**src/rtl/ssa_pkg.sv**
```systemverilog
package ssa_pkg;

  typedef struct packed {
    logic gen;
    logic prop;
  } gp_t;

  // Distance between the two inputs of a cell at a given level.
  // Rising half: 1,2,..,N/2 ; falling half: N/4,..,1.
  function automatic int unsigned levelSpan(int unsigned lvl, int unsigned logW);
    if (lvl < logW) return 1 << lvl;
    return 1 << (2 * logW - 2 - lvl);
  endfunction

  // Radix-2 prefix merge of an upper and a lower group.
  function automatic gp_t mergeGp(gp_t upper, gp_t lower);
    gp_t res;
    res.gen  = upper.gen | (upper.prop & lower.gen);
    res.prop = upper.prop & lower.prop;
    return res;
  endfunction

endpackage

```
**src/rtl/ssa_ctrl.sv**
```systemverilog
// Turns the raw configuration word into per-cell combine strobes.
// Cells without a lower input are forced off.
module ssa_ctrl #(
  parameter int unsigned Width  = 8,
  parameter int unsigned LogW   = $clog2(Width),
  parameter int unsigned Levels = 2 * LogW - 1
) (
  input  logic [Levels*Width-1:0]      nodeCfg,
  output logic [Levels-1:0][Width-1:0] combineEn
);
  import ssa_pkg::*;

  for (genvar l = 0; l < Levels; l++) begin : g_lvl
    localparam int unsigned Span = levelSpan(l, LogW);
    for (genvar i = 0; i < Width; i++) begin : g_bit
      if (i >= Span) begin : g_live
        assign combineEn[l][i] = nodeCfg[l*Width + i];
      end else begin : g_dead
        assign combineEn[l][i] = 1'b0;
      end
    end
  end

endmodule

```
**src/rtl/ssa_node.sv**
```systemverilog
// One prefix cell: merges when enabled, otherwise forwards its upper pair.
module ssa_node (
  input  ssa_pkg::gp_t upper,
  input  ssa_pkg::gp_t lower,
  input  logic         mergeEn,
  output ssa_pkg::gp_t result
);
  import ssa_pkg::*;

  gp_t merged;

  always_comb begin
    merged = mergeGp(upper, lower);
    result = mergeEn ? merged : upper;
  end

endmodule

```
**src/rtl/ssa_datapath.sv**
```systemverilog
module ssa_datapath #(
  parameter int unsigned Width  = 8,
  parameter int unsigned LogW   = $clog2(Width),
  parameter int unsigned Levels = 2 * LogW - 1
) (
  input  logic [Width-1:0]             opA,
  input  logic [Width-1:0]             opB,
  input  logic                         carryIn,
  input  logic [Levels-1:0][Width-1:0] combineEn,
  output logic [Width-1:0]             sumOut,
  output logic                         carryOut
);
  import ssa_pkg::*;

  logic [Width-1:0] bitGen, bitProp, foldGen;
  logic [Width-1:0] finalGen, carryVec;

  // Setup stage; the carry-in is absorbed into the bit-0 generate.
  assign bitGen  = opA & opB;
  assign bitProp = opA ^ opB;
  if (Width > 1) begin : g_fold_wide
    assign foldGen = {bitGen[Width-1:1], bitGen[0] | (bitProp[0] & carryIn)};
  end else begin : g_fold_one
    assign foldGen = bitGen[0] | (bitProp[0] & carryIn);
  end

  for (genvar l = 0; l < Levels; l++) begin : g_lvl
    localparam int unsigned Span = levelSpan(l, LogW);
    gp_t stageIn  [Width];
    gp_t stageOut [Width];

    for (genvar i = 0; i < Width; i++) begin : g_in
      if (l == 0) begin : g_first
        assign stageIn[i] = '{gen: foldGen[i], prop: bitProp[i]};
      end else begin : g_next
        assign stageIn[i] = g_lvl[l-1].stageOut[i];
      end
    end

    for (genvar i = 0; i < Width; i++) begin : g_cell
      if (i >= Span) begin : g_node
        ssa_node uNode (
          .upper   (stageIn[i]),
          .lower   (stageIn[i-Span]),
          .mergeEn (combineEn[l][i]),
          .result  (stageOut[i])
        );
      end else begin : g_wire
        assign stageOut[i] = stageIn[i];
      end
    end
  end

  for (genvar i = 0; i < Width; i++) begin : g_final
    assign finalGen[i] = g_lvl[Levels-1].stageOut[i].gen;
  end

  if (Width > 1) begin : g_carry_wide
    assign carryVec = {finalGen[Width-2:0], carryIn};
  end else begin : g_carry_one
    assign carryVec = carryIn;
  end

  assign sumOut   = bitProp ^ carryVec;
  assign carryOut = finalGen[Width-1];

endmodule

```
**src/rtl/ssa_adder.sv**
```systemverilog
module ssa_adder #(
  parameter int unsigned Width   = 8,
  localparam int unsigned LogW   = $clog2(Width),
  localparam int unsigned Levels = 2 * LogW - 1,
  localparam int unsigned CfgBits = Levels * Width
) (
  input  logic [Width-1:0]   opA,
  input  logic [Width-1:0]   opB,
  input  logic               carryIn,
  input  logic [CfgBits-1:0] nodeCfg,
  output logic [Width-1:0]   sumOut,
  output logic               carryOut
);

  logic [Levels-1:0][Width-1:0] combineEn;

  ssa_ctrl #(.Width(Width), .LogW(LogW), .Levels(Levels)) uCtrl (
    .nodeCfg   (nodeCfg),
    .combineEn (combineEn)
  );

  ssa_datapath #(.Width(Width), .LogW(LogW), .Levels(Levels)) uPath (
    .opA       (opA),
    .opB       (opB),
    .carryIn   (carryIn),
    .combineEn (combineEn),
    .sumOut    (sumOut),
    .carryOut  (carryOut)
  );

endmodule

```
**config.mk**
```make
export PLATFORM = sky130hd
export DESIGN_NAME = ssa_adder
export DESIGN_NICKNAME = d
export VERILOG_FILES = /design/src/rtl/ssa_pkg.sv /design/src/rtl/ssa_ctrl.sv /design/src/rtl/ssa_node.sv /design/src/rtl/ssa_datapath.sv /design/src/rtl/ssa_adder.sv
export SDC_FILE = /design/constraint.sdc
export NUM_CORES = 1
export LEC_CHECK = 0
export BUFFER_PORTS_ARGS = -buffer_cell sky130_fd_sc_hd__buf_2
export CORE_MARGIN = 5
export CORE_UTILIZATION = 40
export DETAILED_ROUTE_END_ITERATION = 7
export PLACE_DENSITY = 0.93
export RECOVER_POWER = 50
export SLEW_MARGIN = 20
export SYNTH_ARGS = -nofsm -noshare
export SYNTH_HDL_FRONTEND = slang
export SYNTH_SLANG_ARGS = --single-unit
```
**constraint.sdc**
```tcl
create_clock -name vclk -period 3.7
set_clock_uncertainty 0.2 [all_clocks]
set_input_delay 0.74 -clock vclk [all_inputs]
set_output_delay 0.74 -clock vclk [all_outputs]
set_load 0.03 [all_outputs]
```
## Yosys cells after proc, flatten, opt, wreduce, memory -nomap -nowiden

Cells that the tools add are included.

| operators by class | value |
|---|---|
| bitwise gates (word level) | 95 |
| mux-type cells | 30 |

Operator list:

| cell | number |
|---|---|
| 1-bit AND | 61 |
| 2-bit 2-to-1 mux | 30 |
| 1-bit OR | 31 |
| 8-bit XOR | 2 |
| 8-bit AND | 1 |

| word-level totals | value |
|---|---|
| flip-flop bits (word level) | 0 |
| output and inout bits | 9 |
| logic and storage cells | 125 |
| bits of input ports | 57 |

## Logic depth before layout (Yosys ltp)

Gate-level depths: netlist (run 1).

| logic depth | value |
|---|---|
| depth in word-level cells | 18 |
| mapped depth | 9 |
| mapped depth without buffers | 9 |

## Modules after synthesis

Synthesis (run 1) repeated with hierarchy kept, for this count alone.

| unflattened totals | value |
|---|---|
| cell total of the unflattened synthesis | 147 |
| area total of the unflattened synthesis | 1086.0 um^2 |

By module, submodules not included:

| module | area an instance (um^2) | sequential area each (um^2) | cells an instance | times used |
|---|---|---|---|---|
| ssa_node | 20.0 | 0.0 | 3 | 30 |
| ssa_ctrl | 304.0 | 0.0 | 41 | 1 |
| ssa_datapath | 181.4 | 0.0 | 16 | 1 |

## Worst setup path after synthesis (run 1)

No wires, ideal clock.

| path | value |
|---|---|
| path kind | input -> output |
| start point | input opA[0] |
| end point | output sumOut[6] |
| path buffers | 0 |
| required time | 2.760 ns |
| slack | 0.106 ns |
| stages on the path | 9 |
| data arrival time | 2.654 ns |
| cell sequence | fa_1 -> inv_1 -> fa_1 -> nand2_1 -> o21ai_0 -> o21ai_0 -> a31oi_1 -> o21ai_1 -> xor2_1 |

| on the way | value |
|---|---|
| word-level cells in the longest chain between the ends | 15 |
| elaborated cells between the ends (all ways) | 34 |
| classes of those cells | mux: 8; bitwise: 26 |

Ends and longest elaborated chain:

| item | line | RTL |
|---|---|---|
| from (decl) | ssa_adder.sv:7 | `input logic [Width-1:0] opA,` |
| 8-bit XOR | ssa_datapath.sv:20 | `assign bitProp = opA ^ opB;` |
| 1-bit AND | ssa_datapath.sv:22 | `assign foldGen = {bitGen[Width-1:1], bitGen[0] \| (bitProp[0] & carryIn)};` |
| 1-bit OR | ssa_datapath.sv:22 |  |
| 1-bit AND | ssa_pkg.sv:18 | `res.gen = upper.gen \| (upper.prop & lower.gen);` |
| 1-bit OR | ssa_pkg.sv:18 |  |
| 2-bit 2-to-1 mux | ssa_node.sv:14 | `result = mergeEn ? merged : upper;` |
| 1-bit AND | ssa_pkg.sv:18 |  |
| 1-bit OR | ssa_pkg.sv:18 |  |
| 2-bit 2-to-1 mux | ssa_node.sv:14 |  |
| 1-bit AND | ssa_pkg.sv:18 |  |
| 1-bit OR | ssa_pkg.sv:18 |  |
| 2-bit 2-to-1 mux | ssa_node.sv:14 |  |
| 1-bit OR | ssa_pkg.sv:18 |  |
| 2-bit 2-to-1 mux (*) | ssa_node.sv:14 |  |
| 8-bit XOR (*) | ssa_datapath.sv:64 | `assign sumOut = bitProp ^ carryVec;` |
| to (decl) | ssa_adder.sv:11 | `output logic [Width-1:0] sumOut,` |

Mark *: on every way between the ends. The rest lies on a longest branch, timed or not.

## Worst setup path after layout (run 1)

| path | value |
|---|---|
| start point | input opA[0] |
| end point | output sumOut[7] |

| on the way | value |
|---|---|
| word-level cells in the longest chain between the ends | 16 |
| elaborated cells between the ends (all ways) | 38 |
| classes of those cells | mux: 9; bitwise: 29 |

Ends and longest elaborated chain:

| item | line |
|---|---|
| 8-bit XOR | ssa_datapath.sv:20 |
| 1-bit AND | ssa_datapath.sv:22 |
| 1-bit OR | ssa_datapath.sv:22 |
| 1-bit AND | ssa_pkg.sv:18 |
| 1-bit OR | ssa_pkg.sv:18 |
| 2-bit 2-to-1 mux | ssa_node.sv:14 |
| 1-bit AND | ssa_pkg.sv:18 |
| 1-bit OR | ssa_pkg.sv:18 |
| 2-bit 2-to-1 mux | ssa_node.sv:14 |
| 1-bit AND | ssa_pkg.sv:18 |
| 1-bit OR | ssa_pkg.sv:18 |
| 2-bit 2-to-1 mux | ssa_node.sv:14 |
| 1-bit AND | ssa_pkg.sv:18 |
| 1-bit OR | ssa_pkg.sv:18 |
| 2-bit 2-to-1 mux (*) | ssa_node.sv:14 |
| 8-bit XOR (*) | ssa_datapath.sv:64 |

Marks and branches as above.

==> impl_metrics.xml, run 1 <==
<?xml version="1.0" encoding="UTF-8"?>
<metrics>
  <group name="detailed_routing">
    <metric name="per_cell_via_count_in_the_routed_design" unit="">5.54</metric>
    <metric name="drc" unit="">0</metric>
    <metric name="vias" unit="">1019</metric>
    <metric name="wirelength" unit="µm">2690</metric>
    <metric name="detail_route.first_pass.iterations" unit="">4</metric>
    <metric name="initialDrtViolationCount" unit="">18</metric>
    <metric name="detail_route.wl_per_cell" unit="µm">14.6</metric>
    <metric name="postRouteAntennaNets" unit="">0</metric>
  </group>
  <group name="critical_path">
    <metric name="number_of_buffer_and_inverter_instances_along_the_worst_setup_path" unit="">3</metric>
    <metric name="slowest_stage_cell_cp" unit="">fa_1</metric>
    <metric name="arrival" unit="ns">2.66</metric>
    <metric name="criticalPathCategory" unit="">in -&gt; out</metric>
    <metric name="crit_path_cell_trace" unit="">buf_2 &gt; fa_1 &gt; inv_1 &gt; fa_1 &gt; nand2_1 &gt; o21ai_2 &gt; o21ai_1 &gt; a31oi_2 &gt; o21ai_2 &gt; xor2_1 &gt; clkbuf_4</metric>
    <metric name="timing.critical_path.to_type" unit="">output port</metric>
    <metric name="timing.critical_path.fanout_max" unit="">3</metric>
    <metric name="cell_count_along_the_critical_path" unit="">11</metric>
    <metric name="critPathMaxStageDelay" unit="ns">0.35</metric>
    <metric name="worst_path_dominant_cell_family" unit="">compound AO/OA/AOI/OAI gates</metric>
    <metric name="required" unit="ns">2.76</metric>
    <metric name="startpoint_type" unit="">primary input</metric>
  </group>
  <group name="timing">
    <metric name="post-route-period-util" unit="%">97.2</metric>
    <metric name="drv_slew" unit="">0</metric>
    <metric name="timing.max_slew.rel_slack" unit="%">68.4</metric>
    <metric name="timing_worst_slew_pin_value" unit="ns">0.469</metric>
    <metric name="rsz0062_at_grt" unit="">no</metric>
    <metric name="clock.fmax" unit="MHz">278</metric>
    <metric name="hold_viol_final" unit="">0</metric>
    <metric name="finalSetupViolations" unit="">0</metric>
    <metric name="final_period_minus_worst_setup_slack" unit="ns">3.60</metric>
  </group>
  <group name="floorplanning">
    <metric name="initial_utilization" unit="%">42.2</metric>
    <metric name="io_pins" unit="">66</metric>
    <metric name="rows" unit="">15</metric>
    <metric name="die_height" unit="µm">52.9</metric>
    <metric name="fp.coreArea" unit="µm²">1750</metric>
    <metric name="design.die.area" unit="µm²">2800</metric>
    <metric name="die_w" unit="µm">52.9</metric>
  </group>
  <group name="yosys">
    <metric name="gate_count_post_synth" unit="">100</metric>
    <metric name="yosysTopAreaCell" unit="">ha_1</metric>
    <metric name="yosysTopAreaCellShare" unit="%">13.6</metric>
    <metric name="synth.cell_area" unit="µm²">736</metric>
    <metric name="synth.cells.most_frequent" unit="">15 x inv_1, 10 x o21ai_0, 9 x nand2_1</metric>
    <metric name="yosysWarningCount" unit="">0</metric>
    <metric name="synth.avg_cell_area" unit="µm²">7.36</metric>
    <metric name="synth_area_leaders" unit="">ha_1 14%, inv_1 7.7%, o21ai_0 6.8%</metric>
    <metric name="synth_fp_nets" unit="">167</metric>
    <metric name="seq_area_frac_synth" unit="%">0</metric>
    <metric name="synthMostInstantiatedCell" unit="">inv_1</metric>
    <metric name="synth.distinct_cells" unit="">33</metric>
  </group>
  <group name="global_route">
    <metric name="largest_net_degree_at_the_start_of_global_routing" unit="">8</metric>
    <metric name="number_of_global_route_vias_before_repair" unit="">1058</metric>
    <metric name="initial_antenna_violation_count" unit="">0</metric>
    <metric name="groute.usage.overall" unit="%">18.6</metric>
    <metric name="grt_pass1_wl" unit="µm">4060</metric>
    <metric name="global_route.overflow_total" unit="">0</metric>
  </group>
  <group name="status">
    <metric name="run_status" unit="">completed</metric>
  </group>
  <group name="layout">
    <metric name="layout-drive-gt1-share" unit="%">45.3</metric>
    <metric name="area.sequential" unit="µm²">0</metric>
    <metric name="filler_cell_count" unit="">160</metric>
    <metric name="finish.cell_count_without_fillers" unit="">184</metric>
    <metric name="flow.area_growth_from_synthesis" unit="%">48.3</metric>
    <metric name="num_antenna_cells" unit="">0</metric>
    <metric name="seq_cell_count" unit="">0</metric>
    <metric name="final.clkbuf_count" unit="">0</metric>
    <metric name="post-route-util" unit="%">62.5</metric>
    <metric name="num-nets-final" unit="">228</metric>
  </group>
  <group name="cts">
    <metric name="ctsHoldBuffers" unit="">0</metric>
    <metric name="post-cts-setup-buffer-count" unit="">0</metric>
  </group>
  <group name="power">
    <metric name="worst_ir_drop_on_vdd" unit="V">0.000114</metric>
    <metric name="pwr-share-comb" unit="%">100.0</metric>
    <metric name="power_density" unit="nW/µm²">203</metric>
    <metric name="power_switching" unit="mW">0.137</metric>
    <metric name="power.share.clock" unit="%">0</metric>
    <metric name="power_switching_share" unit="%">61.8</metric>
    <metric name="leakage" unit="nW">0.556</metric>
    <metric name="p_int" unit="mW">0.0844</metric>
    <metric name="power.share.sequential" unit="%">0</metric>
  </group>
  <group name="worst_hold_path">
    <metric name="whs_path_depth" unit="">4</metric>
    <metric name="worst_hold_path.endpoint" unit="">carryOut</metric>
    <metric name="timing.hold.worst.class" unit="">in -&gt; out</metric>
    <metric name="min-delay-start" unit="">nodeCfg[39]</metric>
  </group>
  <group name="place">
    <metric name="io_buffers" unit="">56</metric>
    <metric name="post_placement_cell_count" unit="">184</metric>
    <metric name="hpwl" unit="µm">2390</metric>
    <metric name="gpl.final_weighted_congestion" unit="">0.907</metric>
  </group>
  <group name="job">
    <metric name="drv_cap" unit="">0</metric>
  </group>
</metrics>
==> area by class of cell <==
cell class | instances | area (µm²) | area share [%]
multi-input cells | 85 | 699 | 64.1
repair buffers | 59 | 304 | 27.9
inverters | 15 | 56.3 | 5.16
well taps | 25 | 31.3 | 2.87
==> through the flow <==
step,area (µm²),TNS [ns],total power [mW],hold slack [ns],worst slack (ns)
floorplan,736,0,0.140,1.58,0.106
finish,1090,0,0.221,1.68,0.104
global route,1090,0,0.239,1.73,0.0228
CTS,1070,0,0.214,1.68,0.00952
global placement,1070,0,0.206,1.68,0.0873
detailed placement,1070,-0.0678,0.214,1.68,-0.0510
==> placed cells by master, fill, tap and decap left out, types with 2 or more instances in the layout <==
master	n
buf_2	51
inv_1	15
nand2_1	9
o21ai_0	8
ha_1	8
a31oi_1	6
nand2b_1	5
xor2_1	5
o211ai_1	4
nand3_1	4
clkbuf_1	3
buf_4	3
a21boi_1	2
nand4_1	2
a21oi_1	2
o21ai_2	2
o21ai_1	2
a31o_2	2
a41oi_1	2
o31ai_2	2
o21a_1	2
fa_1	2
clkbuf_4	2
==> logic make-up (layout without fill, tap and decap cells) <==
family                   count (synthesis)  after routing  synth area share [%]
AO/OA/AOI/OAI                           44             44                  46.6
XOR/XNOR                                 6              6                  7.14
adder cells (fa/ha/maj)                 10             10                  19.0
buffers and inverters                   15             74                  7.65
AND/OR/NAND/NOR                         25             25                  19.6
==> worst min-delay path, cell delays in order <==
cell,delay [ns]
buf_2,0.10
nand3_1,0.06
o211ai_1,0.07
buf_2,0.18
==> per-layer routing <==
layer	wire [µm]	global-route usage (%)
met1	1070	19.9
met4	73	7.66
met5	0	0
met3	111	1.41
met2	1440	36.4
==> worst max path at each step <==
stage,startpoint,endpoint,slack (ns)
floorplan,opA[0],sumOut[6],0.11
global placement,opA[0],sumOut[6],0.09
detailed placement,opA[0],sumOut[6],-0.05
CTS,opA[0],sumOut[5],0.01
global route,opA[0],sumOut[7],0.02
finish,opA[0],sumOut[7],0.10
==> power by group through the flow <==
| stage | clock network (mW) | registers, mW | logic, mW |
|---|---|---|---|
| CTS | 0 | 0 | 0.214 |
| global route | 0 | 0 | 0.239 |
| finish | 0 | 0 | 0.221 |
| floorplan | 0 | 0 | 0.140 |
| global placement | 0 | 0 | 0.206 |
| detailed placement | 0 | 0 | 0.214 |
==> repair_timing <==
| action | CTS | global route |
|---|---|---|
| endpoints found under the hold margin | 0 | 0 |
| resized for setup | 1 | 7 |
| cloned | 0 | 0 |
| setup endpoints to repair | 2 | 5 |
| pin swaps | 1 | 2 |
Power figures use the tool's default switching activity.
==> inputs of run 2 (changes only) <==
--- a/config.mk
+++ b/config.mk
@@ -7,11 +7,12 @@
 export LEC_CHECK = 0
 export BUFFER_PORTS_ARGS = -buffer_cell sky130_fd_sc_hd__buf_2
 export CORE_MARGIN = 5
-export CORE_UTILIZATION = 40
+export CORE_UTILIZATION = 46
 export DETAILED_ROUTE_END_ITERATION = 7
 export PLACE_DENSITY = 0.93
 export RECOVER_POWER = 50
 export SLEW_MARGIN = 20
 export SYNTH_ARGS = -nofsm -noshare
 export SYNTH_HDL_FRONTEND = slang
+export SYNTH_HIERARCHICAL = 1
 export SYNTH_SLANG_ARGS = --single-unit
==> run 2 against run 1 <==
  * Synthesized cell count is 22% higher
  * Core utilization is 2.1 points lower
  * Clock-buffer cell count stayed put
  * Power is 12% higher
  * Final cell count is 1.1% higher
  * Wire length is 6.5% higher
  * Non-clock buffer count is 8 higher
  * Combinational power is 12% higher
  * Synthesized area is 26% higher
  * Critical endpoint is now sumOut[6]
  * Highest routed layer unchanged
  * Hold slack worse by 0.013 ns
  * Fmax is 0.94% lower
==> impl_metrics.xml, run 2 <==
<?xml version="1.0" encoding="UTF-8"?>
<metrics>
  <group name="status">
    <metric name="run_status" unit="">completed</metric>
  </group>
  <group name="layout">
    <metric name="num_antenna_cells" unit="">0</metric>
    <metric name="mostFrequentLayoutCell" unit="">buf_2</metric>
    <metric name="layout-drive-gt1-share" unit="%">46.5</metric>
    <metric name="flow.area_growth_from_synthesis" unit="%">26.3</metric>
    <metric name="seq_cell_count" unit="">0</metric>
    <metric name="most-common-layout-cells" unit="">49 x buf_2, 29 x a31o_1, 23 x inv_1, 13 x buf_4, 10 x a21boi_0</metric>
    <metric name="filler_cell_count" unit="">177</metric>
    <metric name="area_of_the_multi_input_gates" unit="µm²">687</metric>
    <metric name="area.sequential" unit="µm²">0</metric>
    <metric name="num-nets-final" unit="">227</metric>
    <metric name="final.clkbuf_count" unit="">0</metric>
  </group>
  <group name="detailed_routing">
    <metric name="detail_route.first_pass.iterations" unit="">4</metric>
    <metric name="drc" unit="">0</metric>
    <metric name="postRouteAntennaNets" unit="">0</metric>
    <metric name="vias" unit="">1005</metric>
    <metric name="initialDrtViolationCount" unit="">10</metric>
    <metric name="detail_route.wl_per_cell" unit="µm">15.4</metric>
    <metric name="wirelength" unit="µm">2870</metric>
    <metric name="per_cell_via_count_in_the_routed_design" unit="">5.40</metric>
  </group>
  <group name="place">
    <metric name="setup_slack_after_placement" unit="ns">-0.267</metric>
    <metric name="io_buffers" unit="">56</metric>
    <metric name="hpwl" unit="µm">2350</metric>
    <metric name="gpl.final_weighted_congestion" unit="">0.878</metric>
  </group>
  <group name="critical_path">
    <metric name="criticalPathCategory" unit="">in -&gt; out</metric>
    <metric name="number_of_buffer_and_inverter_instances_along_the_worst_setup_path" unit="">3</metric>
    <metric name="arrival" unit="ns">2.69</metric>
    <metric name="timing.critical_path.to_type" unit="">output port</metric>
    <metric name="timing.critical_path.fanout_max" unit="">4</metric>
    <metric name="required" unit="ns">2.76</metric>
    <metric name="critPathMaxStageDelay" unit="ns">0.32</metric>
    <metric name="slowest_stage_cell_cp" unit="">ha_1</metric>
    <metric name="worst_path_most_repeated_cell" unit="">a21boi_2</metric>
    <metric name="timing.critical_path.from" unit="">opA[3]</metric>
    <metric name="crit_path_cell_trace" unit="">buf_2 &gt; ha_1 &gt; a21boi_1 &gt; inv_1 &gt; a21boi_2 &gt; a21boi_2 &gt; a21boi_0 &gt; a31o_1 &gt; xor2_1 &gt; buf_4</metric>
    <metric name="startpoint_type" unit="">primary input</metric>
    <metric name="worst_path_dominant_cell_family" unit="">compound AO/OA/AOI/OAI gates</metric>
  </group>
  <group name="job">
    <metric name="drv_cap" unit="">0</metric>
  </group>
  <group name="worst_hold_path">
    <metric name="whs_path_depth" unit="">3</metric>
    <metric name="min-delay-start" unit="">nodeCfg[39]</metric>
    <metric name="worst_hold_path.endpoint" unit="">carryOut</metric>
    <metric name="timing.hold.worst.class" unit="">in -&gt; out</metric>
  </group>
  <group name="cts">
    <metric name="ctsHoldBuffers" unit="">0</metric>
  </group>
  <group name="yosys">
    <metric name="synth.avg_cell_area" unit="µm²">7.61</metric>
    <metric name="synth.cell_area" unit="µm²">928</metric>
    <metric name="synth_fp_nets" unit="">188</metric>
    <metric name="gate_count_post_synth" unit="">122</metric>
    <metric name="yosysWarningCount" unit="">6</metric>
  </group>
  <group name="floorplanning">
    <metric name="design.die.area" unit="µm²">3020</metric>
    <metric name="die_w" unit="µm">54.9</metric>
    <metric name="rows" unit="">16</metric>
    <metric name="io_pins" unit="">66</metric>
    <metric name="initial_utilization" unit="%">47.8</metric>
    <metric name="fp.coreArea" unit="µm²">1940</metric>
    <metric name="die_height" unit="µm">54.9</metric>
  </group>
  <group name="global_route">
    <metric name="initial_antenna_violation_count" unit="">0</metric>
    <metric name="global_route.overflow_total" unit="">0</metric>
    <metric name="largest_net_degree_at_the_start_of_global_routing" unit="">6</metric>
    <metric name="grt_pass1_wl" unit="µm">4210</metric>
    <metric name="number_of_global_route_vias_before_repair" unit="">1029</metric>
    <metric name="groute.usage.overall" unit="%">18.3</metric>
  </group>
  <group name="power">
    <metric name="worst_ir_drop_on_vdd" unit="V">0.000129</metric>
    <metric name="power_density" unit="nW/µm²">212</metric>
    <metric name="leakage" unit="nW">0.607</metric>
  </group>
  <group name="timing">
    <metric name="finalSetupTns" unit="ns">0</metric>
    <metric name="hold_viol_final" unit="">0</metric>
    <metric name="final_period_minus_worst_setup_slack" unit="ns">3.63</metric>
    <metric name="finalHoldWorstSlack" unit="ns">1.67</metric>
    <metric name="post-route-period-util" unit="%">98.1</metric>
    <metric name="setup_slack" unit="ns">0.0697</metric>
    <metric name="timing_worst_slew_pin_value" unit="ns">0.395</metric>
    <metric name="finalSetupViolations" unit="">0</metric>
    <metric name="drv_slew" unit="">0</metric>
    <metric name="clock.fmax" unit="MHz">275</metric>
    <metric name="timing.max_slew.rel_slack" unit="%">73.8</metric>
  </group>
</metrics>
[run 2: per-stage QoR]
stage          area (µm²)  power [mW]  instances  util [%]
2_1_floorplan         928       0.164        122         -
3_3_place_gp         1090       0.214        185      56.3
3_5_place_dp         1090       0.223        185      56.3
4_1_cts              1110       0.231        186      57.3
5_1_grt              1170       0.266        186      60.4
6_report             1170       0.248        186      60.4
[run 2: power breakdown]
part	internal [mW]	leakage, nW	total, mW	switching [mW]
Combinational	0.111	0.607	0.248	0.137
Clock	0	0	0	0
Sequential	0	0	0	0
[run 2: cell type report]
cell class | count | area share [%]
Timing Repair Buffer | 67 | 31.2
Tap cell | 27 | 2.88
Inverter | 23 | 7.36
Multi-Input combinational cell | 69 | 58.6
[run 2: per-layer routing]
metal	global-route usage [%]	vias to the layer above	wire length, µm
li1	-	481	-
met2	37.6	39	1610
met1	19.1	478	1000
met4	3.64	0	48
met5	0	-	0
met3	2.68	7	203
[run 2: timing repair]
action / in CTS / in global routing
setup buffers: 1 / 0
endpoints found under the setup margin: 5 / 5
pin swaps: 0 / 1
gates resized for setup: 10 / 18
[run 2: tightest hold or removal path, cell delays in order]
cell and delay, ns:
buf_2 0.08, a31o_1 0.13, buf_2 0.18
[run 2: worst max-delay path by stage]
stage | cells past startpoint | endpoint
floorplan | 9 | sumOut[7]
global placement | 10 | sumOut[5]
detailed placement | 11 | sumOut[6]
CTS | 11 | sumOut[7]
global route | 11 | sumOut[4]
finish | 10 | sumOut[6]
==> inputs of run 3 (changes only) <==
--- a/config.mk
+++ b/config.mk
@@ -5,9 +5,10 @@
 export SDC_FILE = /design/constraint.sdc
 export NUM_CORES = 1
 export LEC_CHECK = 0
+export ABC_AREA = 1
 export BUFFER_PORTS_ARGS = -buffer_cell sky130_fd_sc_hd__buf_2
 export CORE_MARGIN = 5
-export CORE_UTILIZATION = 46
+export CORE_UTILIZATION = 50
 export DETAILED_ROUTE_END_ITERATION = 7
 export PLACE_DENSITY = 0.93
 export RECOVER_POWER = 50
==> run 3 against run 2 <==
  * Combinational power decreased by 15%
  * Synthesized cell count increased by 110%
  * Global-route usage decreased by 3.5 points
  * Sequential share of layout area unchanged
  * Hold slack got worse by 0.023 ns
  * Power decreased by 15%
  * Design area increased by 13%
  * Die area increased by 17%
  * Synthesized area increased by 32%
  * Wire length decreased by 6.7%
  * Setup slack improved by 0.20 ns
  * Clock-buffer cell count unchanged
  * Critical path type unchanged
==> impl_metrics.xml, run 3 <==
<?xml version="1.0" encoding="UTF-8"?>
<metrics>
  <group name="layout">
    <metric name="num-nets-final" unit="">351</metric>
    <metric name="num_antenna_cells" unit="">0</metric>
    <metric name="area_of_the_multi_input_gates" unit="µm²">749</metric>
    <metric name="filler_cell_count" unit="">253</metric>
    <metric name="final.clkbuf_count" unit="">0</metric>
    <metric name="area.sequential" unit="µm²">0</metric>
    <metric name="most-common-layout-cells" unit="">97 x nand2_1, 67 x inv_1, 53 x nand3_1, 52 x buf_2, 8 x ha_1</metric>
    <metric name="flow.area_growth_from_synthesis" unit="%">7.76</metric>
    <metric name="seq_cell_count" unit="">0</metric>
    <metric name="mostFrequentLayoutCell" unit="">nand2_1</metric>
    <metric name="layout-drive-gt1-share" unit="%">18.7</metric>
  </group>
  <group name="yosys">
    <metric name="synth.cell_area" unit="µm²">1230</metric>
    <metric name="synth_fp_nets" unit="">322</metric>
    <metric name="yosysWarningCount" unit="">6</metric>
    <metric name="gate_count_post_synth" unit="">256</metric>
    <metric name="synth.avg_cell_area" unit="µm²">4.79</metric>
  </group>
  <group name="job">
    <metric name="drv_cap" unit="">0</metric>
  </group>
  <group name="power">
    <metric name="power.share.sequential" unit="%">0</metric>
    <metric name="leakage" unit="nW">1.00</metric>
    <metric name="pwr-share-comb" unit="%">100.0</metric>
    <metric name="power_switching_share" unit="%">65.1</metric>
    <metric name="power_switching" unit="mW">0.137</metric>
    <metric name="p_total" unit="mW">0.211</metric>
    <metric name="p_int" unit="mW">0.0735</metric>
    <metric name="power_density" unit="nW/µm²">159</metric>
    <metric name="power.share.clock" unit="%">0</metric>
    <metric name="worst_ir_drop_on_vdd" unit="V">0.0000888</metric>
  </group>
  <group name="floorplanning">
    <metric name="design.die.area" unit="µm²">3540</metric>
    <metric name="die_height" unit="µm">59.5</metric>
    <metric name="initial_utilization" unit="%">50.9</metric>
    <metric name="rows" unit="">18</metric>
    <metric name="io_pins" unit="">66</metric>
    <metric name="fp.coreArea" unit="µm²">2410</metric>
    <metric name="die_w" unit="µm">59.5</metric>
  </group>
  <group name="detailed_routing">
    <metric name="drc" unit="">0</metric>
    <metric name="detail_route.wl_per_cell" unit="µm">8.55</metric>
    <metric name="met3_wirelength" unit="µm">256</metric>
    <metric name="highest_layer" unit="">met3</metric>
    <metric name="routed-wl-met2" unit="µm">1320</metric>
    <metric name="vias" unit="">1376</metric>
    <metric name="per_cell_via_count_in_the_routed_design" unit="">4.40</metric>
    <metric name="wirelength" unit="µm">2680</metric>
    <metric name="detail_route.first_pass.iterations" unit="">4</metric>
    <metric name="met1_routed_wirelength_after_detailed_routing" unit="µm">1100</metric>
    <metric name="initialDrtViolationCount" unit="">22</metric>
    <metric name="postRouteAntennaNets" unit="">0</metric>
  </group>
  <group name="timing">
    <metric name="drv_slew" unit="">0</metric>
    <metric name="timing.max_slew.rel_slack" unit="%">74.8</metric>
    <metric name="post-route-period-util" unit="%">92.6</metric>
    <metric name="hold_viol_final" unit="">0</metric>
    <metric name="rsz0062_at_grt" unit="">no</metric>
    <metric name="clock.fmax" unit="MHz">292</metric>
    <metric name="finalSetupViolations" unit="">0</metric>
    <metric name="setup_slack" unit="ns">0.273</metric>
    <metric name="finalSetupTns" unit="ns">0</metric>
    <metric name="timing_worst_slew_pin_value" unit="ns">0.380</metric>
    <metric name="final_period_minus_worst_setup_slack" unit="ns">3.43</metric>
  </group>
  <group name="global_route">
    <metric name="global_route.overflow_total" unit="">0</metric>
    <metric name="largest_net_degree_at_the_start_of_global_routing" unit="">7</metric>
    <metric name="number_of_global_route_vias_before_repair" unit="">1166</metric>
    <metric name="initial_antenna_violation_count" unit="">0</metric>
    <metric name="groute.usage.overall" unit="%">14.8</metric>
    <metric name="grt_pass1_wl" unit="µm">4370</metric>
  </group>
  <group name="cts">
    <metric name="cells_resized_by_post_cts_repair" unit="">0</metric>
    <metric name="post-cts-setup-buffer-count" unit="">0</metric>
    <metric name="ctsHoldBuffers" unit="">0</metric>
  </group>
  <group name="place">
    <metric name="hpwl" unit="µm">2400</metric>
    <metric name="gpl.final_weighted_congestion" unit="">0.803</metric>
    <metric name="io_buffers" unit="">56</metric>
    <metric name="setup_slack_after_placement" unit="ns">0.276</metric>
  </group>
  <group name="status">
    <metric name="run_status" unit="">completed</metric>
  </group>
  <group name="critical_path">
    <metric name="timing.critical_path.fanout_max" unit="">6</metric>
    <metric name="arrival" unit="ns">2.49</metric>
    <metric name="required" unit="ns">2.76</metric>
    <metric name="criticalPathCategory" unit="">in -&gt; out</metric>
    <metric name="timing.critical_path.to_type" unit="">output port</metric>
    <metric name="startpoint_type" unit="">primary input</metric>
  </group>
  <group name="worst_hold_path">
    <metric name="timing.hold.worst.class" unit="">in -&gt; out</metric>
  </group>
</metrics>
==> run 3: per-stage QoR <==
step                      hold WS [ns]  instances  instance area (µm²)  utilization, %
after floorplan                   1.60        256                 1230               -
after global placement            1.65        313                 1330            55.0
after detailed placement          1.65        313                 1330            55.0
after CTS                         1.65        313                 1330            55.0
after global routing              1.68        313                 1320            54.8
final                             1.65        313                 1320            54.8
==> run 3: critical path: stages <==
cell and delay (ns):
buf_2 0.10, ha_1 0.36, nand3_1 0.09, nand2_1 0.13, nand3_1 0.09, nand2_1 0.10
nand3_1 0.09, nand2_1 0.14, nand3_1 0.08, nand2_1 0.08, nand3_1 0.07, nand2_1 0.09
inv_1 0.04, nand2_1 0.05, nand2_1 0.05, buf_2 0.17
==> run 3: final cells by class <==
cell class | instances | share of cell area (%)
multi-input combinational | 159 | 56.7
timing repair buffer | 57 | 21.4
inverter | 67 | 19.0
tap | 30 | 2.84
==> run 3: worst paths after layout <==
check	startpoint	end	slack, ns	depth (start not counted)
hold / removal	nodeCfg[39]	carryOut	1.65	4
setup / recovery	opA[4]	sumOut[7]	0.27	16
==> run 3: metal layers <==
layer | track usage [%] | up-vias
met3 | 2.61 | 0
met1 | 17.3 | 553
met4 | 0 | 0
li1 | - | 787
met2 | 29.3 | 36
met5 | 0 | -
==> run 3: power by group through the flow <==
stage          registers (mW)  logic [mW]  clock network, mW
3_3_place_gp                0       0.208                  0
6_report                    0       0.211                  0
2_1_floorplan               0       0.173                  0
5_1_grt                     0       0.240                  0
4_1_cts                     0       0.213                  0
3_5_place_dp                0       0.213                  0
